==> src/rtl/swi_pkg.sv <==
package swi_pkg;
  typedef enum logic [1:0] {
    SRC_SEQ  = 2'd0,
    SRC_VEC  = 2'd1,
    SRC_LINK = 2'd2
  } pc_src_e;
endpackage

==> src/rtl/swi_decode.sv <==
module swi_decode #(
  parameter int XLEN  = 32,
  parameter int OPC_W = 8,
  parameter int IMM_W = XLEN - OPC_W,
  parameter logic [OPC_W-1:0] SWI_OPC = 8'hEF
) (
  input  logic [XLEN-1:0]  instr_i,
  input  logic             ret_i,
  output logic             trap_o,
  output logic [IMM_W-1:0] imm_o,
  output swi_pkg::pc_src_e src_o
);
  logic [OPC_W-1:0] opc;

  assign opc    = instr_i[XLEN-1 -: OPC_W];
  assign imm_o  = instr_i[IMM_W-1:0];
  assign trap_o = (opc == SWI_OPC);

  // trap outranks return
  always_comb begin
    if (trap_o)     src_o = swi_pkg::SRC_VEC;
    else if (ret_i) src_o = swi_pkg::SRC_LINK;
    else            src_o = swi_pkg::SRC_SEQ;
  end
endmodule

==> src/rtl/swi_link_reg.sv <==
module swi_link_reg #(
  parameter int XLEN  = 32,
  parameter int IMM_W = 24
) (
  input  logic             clk_i,
  input  logic             rst_ni,
  input  logic             ld_i,
  input  logic [XLEN-1:0]  ret_addr_i,
  input  logic [IMM_W-1:0] imm_i,
  output logic [XLEN-1:0]  link_o,
  output logic [IMM_W-1:0] num_o
);
  always_ff @(posedge clk_i or negedge rst_ni) begin
    if (!rst_ni) begin
      link_o <= '0;
      num_o  <= '0;
    end else if (ld_i) begin
      link_o <= ret_addr_i;
      num_o  <= imm_i;
    end
  end


  always_comb begin
    if (!rst_ni) begin
      reset_val_chk: assert (link_o == '0 && num_o == '0 || $time == 0);
    end
  end


  hold_chk: assert property (@(posedge clk_i) disable iff (!rst_ni)
    !ld_i |=> ($stable(link_o) && $stable(num_o)));
endmodule

==> src/rtl/swi_pc_sel.sv <==
module swi_pc_sel #(
  parameter int XLEN = 32,
  parameter logic [XLEN-1:0] VEC_ADDR = 32'h0000_0008
) (
  input  swi_pkg::pc_src_e src_i,
  input  logic [XLEN-1:0]  seq_pc_i,
  input  logic [XLEN-1:0]  link_i,
  output logic [XLEN-1:0]  next_pc_o
);
  always_comb begin
    unique case (src_i)
      swi_pkg::SRC_VEC:  next_pc_o = VEC_ADDR;
      swi_pkg::SRC_LINK: next_pc_o = link_i;
      default:           next_pc_o = seq_pc_i;
    endcase
  end
endmodule

==> src/rtl/swi_vector_entry.sv <==
module swi_vector_entry #(
  parameter int XLEN  = 32,
  parameter int OPC_W = 8,
  parameter int STEP  = 4,
  parameter logic [OPC_W-1:0] SWI_OPC = 8'hEF,
  parameter logic [XLEN-1:0] VEC_ADDR = 32'h0000_0008
) (
  input  logic                  clk_i,
  input  logic                  rst_ni,
  input  logic [XLEN-1:0]       instr_i,
  input  logic [XLEN-1:0]       pc_i,
  input  logic                  ret_i,
  output logic [XLEN-1:0]       next_pc_o,
  output logic [XLEN-1:0]       link_o,
  output logic [XLEN-OPC_W-1:0] swi_num_o
);
  localparam int IMM_W = XLEN - OPC_W;
  localparam logic [XLEN-1:0] STEP_V = XLEN'(STEP);

  logic             trap;
  logic [IMM_W-1:0] imm;
  logic [XLEN-1:0]  seq_pc;
  swi_pkg::pc_src_e src;

  assign seq_pc = pc_i + STEP_V;

  swi_decode #(
    .XLEN(XLEN), .OPC_W(OPC_W), .IMM_W(IMM_W), .SWI_OPC(SWI_OPC)
  ) u_dec (
    .instr_i(instr_i), .ret_i(ret_i), .trap_o(trap), .imm_o(imm), .src_o(src)
  );

  swi_link_reg #(.XLEN(XLEN), .IMM_W(IMM_W)) u_link (
    .clk_i(clk_i), .rst_ni(rst_ni), .ld_i(trap), .ret_addr_i(seq_pc),
    .imm_i(imm), .link_o(link_o), .num_o(swi_num_o)
  );

  swi_pc_sel #(.XLEN(XLEN), .VEC_ADDR(VEC_ADDR)) u_sel (
    .src_i(src), .seq_pc_i(seq_pc), .link_i(link_o), .next_pc_o(next_pc_o)
  );


  vec_entry_chk: assert property (@(posedge clk_i) disable iff (!rst_ni)
    (instr_i[XLEN-1 -: OPC_W] == SWI_OPC) |-> (next_pc_o == VEC_ADDR));


  link_save_chk: assert property (@(posedge clk_i) disable iff (!rst_ni)
    (instr_i[XLEN-1 -: OPC_W] == SWI_OPC) |=> (link_o == $past(pc_i) + STEP_V));


  num_save_chk: assert property (@(posedge clk_i) disable iff (!rst_ni)
    (instr_i[XLEN-1 -: OPC_W] == SWI_OPC) |=> (swi_num_o == $past(instr_i[IMM_W-1:0])));


  ret_pc_chk: assert property (@(posedge clk_i) disable iff (!rst_ni)
    (ret_i && instr_i[XLEN-1 -: OPC_W] != SWI_OPC) |-> (next_pc_o == link_o));


  seq_pc_chk: assert property (@(posedge clk_i) disable iff (!rst_ni)
    (!ret_i && instr_i[XLEN-1 -: OPC_W] != SWI_OPC) |-> (next_pc_o == pc_i + STEP_V));
endmodule

==> config.mk <==
export PLATFORM = sky130hd
export DESIGN_NAME = swi_vector_entry
export DESIGN_NICKNAME = d
export VERILOG_FILES = /design/src/rtl/swi_pkg.sv /design/src/rtl/swi_decode.sv /design/src/rtl/swi_link_reg.sv /design/src/rtl/swi_pc_sel.sv /design/src/rtl/swi_vector_entry.sv
export SDC_FILE = /design/constraint.sdc
export NUM_CORES = 1
export LEC_CHECK = 0
export ABC_AREA = 1
export ABC_CLOCK_PERIOD_IN_PS = 2300
export BUFFER_PORTS_ARGS = -buffer_cell sky130_fd_sc_hd__buf_2
export CAP_MARGIN = 20
export CORE_MARGIN = 4
export CORE_UTILIZATION = 40
export CTS_BUF_LIST = sky130_fd_sc_hd__clkbuf_16
export CTS_CLUSTER_DIAMETER = 100
export CTS_CLUSTER_SIZE = 14
export DETAILED_ROUTE_END_ITERATION = 8
export GPL_TIMING_DRIVEN = 0
export PLACE_DENSITY = 0.69
export REMOVE_ABC_BUFFERS = 1
export SLEW_MARGIN = 20
export SYNTH_ARGS = -nofsm -noshare
export SYNTH_HDL_FRONTEND = slang
export SYNTH_HIERARCHICAL = 1
export SYNTH_SLANG_ARGS = --single-unit
==> constraint.sdc <==
create_clock -name clk_i -period 2.3 [get_ports clk_i]
set_clock_uncertainty 0.15 [all_clocks]
set_input_delay 0.23 -clock clk_i [delete_from_list [all_inputs] [get_ports clk_i]]
set_output_delay 0.23 -clock clk_i [all_outputs]
set_load 0.01 [all_outputs]
# Word-level counts from Yosys, hierarchy flattened
# Cells that the tools add are included.
# Widths: inputs -> output; s select.
word_totals:
  reg_bits: 56
  in_bits: 67
  wordCells: 9
op_classes:
  n_addsub: 1
  n_eq_ne: 3
  muxes: 3
ops:
  columns: ["cell", "n"]
  rows:
  - ["$pmux 32 s2", 1]
  - ["$add 32x3->32 const B", 1]
  - ["$eq 8x8->1 const B", 1]
  - ["$mux 2", 2]
  - ["$eq 2x1->1 const B", 1]
  - ["$eq 2x2->1 const B", 1]

# Logic depth before layout (Yosys ltp)
depth:
  word_depth: 4
  depth_mapped: 12
  depth_no_buf: 10

# Modules after synthesis
# The synthesis kept the hierarchy.
modules_own_cells:
  columns: ["mod", "instances", "cells_per_inst", "area_per_inst_um2", "seq_area_each_um2"]
  rows:
  - ["swi_link_reg", 1, 237, 2150.8, 1401.3]
  - ["swi_vector_entry", 1, 175, 894.6, 0.0]
  - ["swi_pc_sel", 1, 115, 586.8, 0.0]
  - ["swi_decode", 1, 35, 229.0, 0.0]

# Least setup slack after synthesis
# No wires, ideal clock.
synth_path:
  path_kind: "input to output"
  startpoint: "input instr_i[28]"
  endpoint: "output next_pc_o[11]"
  arrival_ns: 1.510
  t_required_ns: 1.920
  setup_slack_ns: 0.410
  cell_stages: 12
  path_buffers: 3
  path_cell_list: "inv_1 > nand2_1 > nor2_1 > and2_1 > buf_4 > inv_1 > ha_1 > buf_6 > inv_6 > buf_6 > nand3_2 > nand2_1"
synth_via:
  elab_chain_cells: 4
  word_cells_on_any_way: 5
  cone_classes: "3 x eq/ne; 2 x mux"
synth_lines:
  columns: ["item", "line", "source"]
  rows:
  - ["start: declaration", "swi_vector_entry.sv:10", "input logic [XLEN-1:0] instr_i,"]
  - ["$eq 8x8->1 (*)", "swi_decode.sv:17", "assign trap_o = (opc == SWI_OPC);"]
  - ["named net trap", "swi_vector_entry.sv:20", "logic trap;"]
  - ["$mux 2 (*)", "swi_decode.sv:21", "if (trap_o) src_o = swi_pkg::SRC_VEC;"]
  - ["named net src[0]", "swi_vector_entry.sv:23", "swi_pkg::pc_src_e src;"]
  - ["$eq 2x2->1 or $eq 2x1->1 (tied branches)", "swi_pc_sel.sv:11", "unique case (src_i)"]
  - ["$pmux 32 s2 (*)", "swi_pc_sel.sv:11", null]
  - ["end: declaration", "swi_vector_entry.sv:13", "output logic [XLEN-1:0] next_pc_o,"]
# The timed path passes the listed nets; every way through them passes the cells marked *.

# Worst setup path in the final report
layout_path:
  startpoint: "input instr_i[28]"
  endpoint: "output next_pc_o[16]"
layout_via:
  elab_chain_cells: 4
  word_cells_on_any_way: 5
  cone_classes: "3 x eq/ne; 2 x mux"
layout_lines:
  columns: ["item", "line"]
  rows:
  - ["$eq 8x8->1 (*)", "swi_decode.sv:17"]
  - ["named net trap", "swi_vector_entry.sv:20"]
  - ["$mux 2 (*)", "swi_decode.sv:21"]
  - ["$eq 2x2->1 or $eq 2x1->1 (tied branches)", "swi_pc_sel.sv:11"]
  - ["$pmux 32 s2 (*)", "swi_pc_sel.sv:11"]
# Marks and branches as above.

==> out/qor.yml <==
yosys:
  synth_top_area_share_pct: 36.3
  syn_inst: 562
  ys_ff_latch: 56
  syn_area_um2: 3860
  synth_edf_count: 0
  synth_ff_type: "dfrtp_1"
  ys_types: 24
  yosysTopAreaCell: "dfrtp_1"
  synth-seq-area-share_pct: 36.3
  async_flop_share_pct: 100
  synth_warnings: 6
  synth_area_leaders: "dfrtp_1 36%, nand2_1 31%, buf_4 5.6%, nand3_1 3.8%, buf_6 3.5%"
  avgSynthCellArea_um2: 6.87
  yosys-top-cells-count: "318 x nand2_1, 56 x dfrtp_1, 32 x nor2_1"
  synth_most_common_cell: "nand2_1"
critical_path:
  cp-end-kind: "primary output"
  ff2ff_setup_slack_ns: 1.49
  start_kind: "input port"
  worstSetupPathType: "in -> out"
  worstPathCellList: "buf_2, inv_1, nand2_1, nor2_4, and2_4, buf_12, inv_1, ha_4, buf_12, inv_6, nand3_1, nand2_1, buf_2"
  cp_max_fo: 8
  path_buf_inv: 7
  cpLargestDelayFamily: "buffers and inverters"
  crit_path_max_incr_delay_ns: 0.33
  required_ns: 1.92
  cp.arrival_ns: 1.85
  crit_path_top_delay_cell: "ha_4"
floorplan:
  core_area_um2: 9330
  dieWidth_um: 106
  core.rowCount: 35
  ios: 155
  die-area_um2: 11300
  start_util_pct: 41.4
  fp.dieH_um: 106
cts:
  cts_buffers: 5
  ctsHtreeMaxLevel: 2
  clockBufferDepth: 2
  clock_latency_ns: 0.28
  cts-root-buf: "clkbuf_16"
  clkTransAtPathRegs_ns: 0.07
  cts.sinks: 56
  cts_tree: "built"
detailed_routing:
  drc_errors: 0
  dr_total_vias: 3919
  ant_nets: 0
  dr.first_iter.drc_count: 322
  wirelength_um: 11700
  dr.pass1.iters: 5
  routedWlPerCell_um: 13.9
  vias_per_cell: 4.66
sta:
  hold_viol_final: 0
  max_freq_ghz: 0.449
  max_slew_margin_pct: 36.3
  post-route-period-util_pct: 96.9
  rsz0062_at_grt: "no"
  finalSetupViolCount: 0
  hold_slack_ns: 0.00311
  slew_viol_final: 0
  period_needed_ns: 2.23
  worstMarginPinSlew_ns: 0.955
grt:
  grt_overflow: 0
  grt_usage_pct: 19.2
  grt_max_degree: 57
  grt_first_pass_wirelength_um: 17700
  antenna_found_initial: 0
  grt_pass1_vias: 3612
power:
  finalPower_uw: 2460
  p_leak_uw: 0.00302
  powerDensity_nw_per_um2: 494
  irDropWorstVdd_uv: 329
job:
  drv_cap: 0
run_status:
  outcome: "finished clean"
finish:
  antennaDiodeCount: 0
  finalNetCount: 781
  drive_above_1_share_pct: 29.4
  fin_util_pct: 53.3
  area_growth_pct: 28.9
placement:
  hpwl_um: 7690
  gp_congestion: 0.918
  port_buffers: 154
hold_path:
  hp-class: "in -> reg"
-- tightest hold or removal path, delay by kind of cell --
kind	cells	cell delay (ns)
buffers and inverters	1	0.07
and+or+nand+nor	2	0.10
-- per-stage QoR --
stage | instances | setup WS (ns) | TNS [ns] | instance area (µm²)
after detailed placement | 799 | -0.840 | -26.19 | 4440
after global placement | 798 | -2.12 | -139.89 | 4410
after CTS | 833 | 0.00189 | 0 | 4860
final | 841 | 0.0715 | 0 | 4980
after global routing | 841 | 0.00392 | 0 | 4980
after floorplan | 515 | -0.916 | -41.91 | 3480
-- cells in the final DEF, fill, tap and decap left out, types with 3 or more instances in the layout --
cell / Yosys / layout
nand2_1: 318 / 318
nand3b_1: 7 / 7
inv_6: 1 / 3
buf_2: 6 / 153
buf_4: 29 / 7
xnor2_1: 5 / 5
dlygate4sd3_1: 0 / 20
nor2_4: 5 / 7
xor2_1: 9 / 9
nor2_2: 4 / 4
nor2_1: 32 / 30
nand3_1: 29 / 29
nand2_4: 3 / 3
inv_1: 23 / 23
buf_12: 0 / 3
clkbuf_16: 0 / 6
dfrtp_1: 56 / 56
nand3_2: 10 / 10
-- layout make-up --
type,instances,area [µm²]
Clock buffer,5,125
Fill cell,917,4350
Clock inverter,3,22.5
Sequential cell,56,1400
Timing Repair inverter,2,17.5
Timing Repair Buffer,186,1130
Tap cell,129,161
Inverter,25,106
Multi-Input combinational cell,435,2020
-- repair_timing --
| action | 4_1_cts | 5_1_grt |
|---|---|---|
| resized for setup | 7 | 7 |
| gates cloned | 1 | 3 |
| endpoints found under the hold margin | 75 | 0 |
| hold buffers | 20 | 0 |
| pin swaps | 2 | 2 |
| buffers inserted | 5 | 5 |
| endpoints found under the setup margin | 32 | 32 |
-- metal layers --
metal	GRT usage (%)	up-vias	wire length, µm
met5	0	-	0
met4	3.33	0	137
met3	3.10	9	899
met2	34.4	157	5740
met1	24.6	1771	4890
li1	-	1982	-
-- cell families (layout without fill, tap and decap cells) --
family	after synthesis	count (layout)	synth area share (%)
AOI/OAI and AO/OA	2	2	0.259
xor gates and xnor gates	15	15	3.60
adders and majority gates	3	3	0.972
buffers and inverters	72	221	12.5
DFF	56	56	36.3
and+or+nand+nor	414	415	46.4
-- final timing paths --
path | end | cells past startpoint | from
hold reg to reg | u_link/num_o[23]$_DFFE_PN0P_ | 2 | u_link/num_o[23]$_DFFE_PN0P_
min in group asynchronous | u_link/num_o[16]$_DFFE_PN0P_ | 2 | rst_ni
setup / recovery | next_pc_o[16] | 13 | instr_i[28]
setup reg to reg | u_link/link_o[25]$_DFFE_PN0P_ | 2 | u_link/link_o[25]$_DFFE_PN0P_
max in group asynchronous | u_link/num_o[11]$_DFFE_PN0P_ | 2 | rst_ni
hold / removal | u_link/num_o[6]$_DFFE_PN0P_ | 3 | instr_i[6]
-- flip-flops by register name, summed over array words and instances, names as in the netlist --
name and flops:
u_link/num_o 24, u_link/link_o 32
-- where the power goes --
| part | total [µW] | internal [µW] | switching [µW] | leakage (µW) |
|---|---|---|---|---|
| registers | 1120 | 1060 | 52.4 | 0.000763 |
| logic | 570 | 239 | 331 | 0.00218 |
| clock network | 772 | 409 | 364 | 0.0000742 |
| total | 2460 | 1710 | 746 | 0.00302 |
Power figures use the tool's default switching activity.
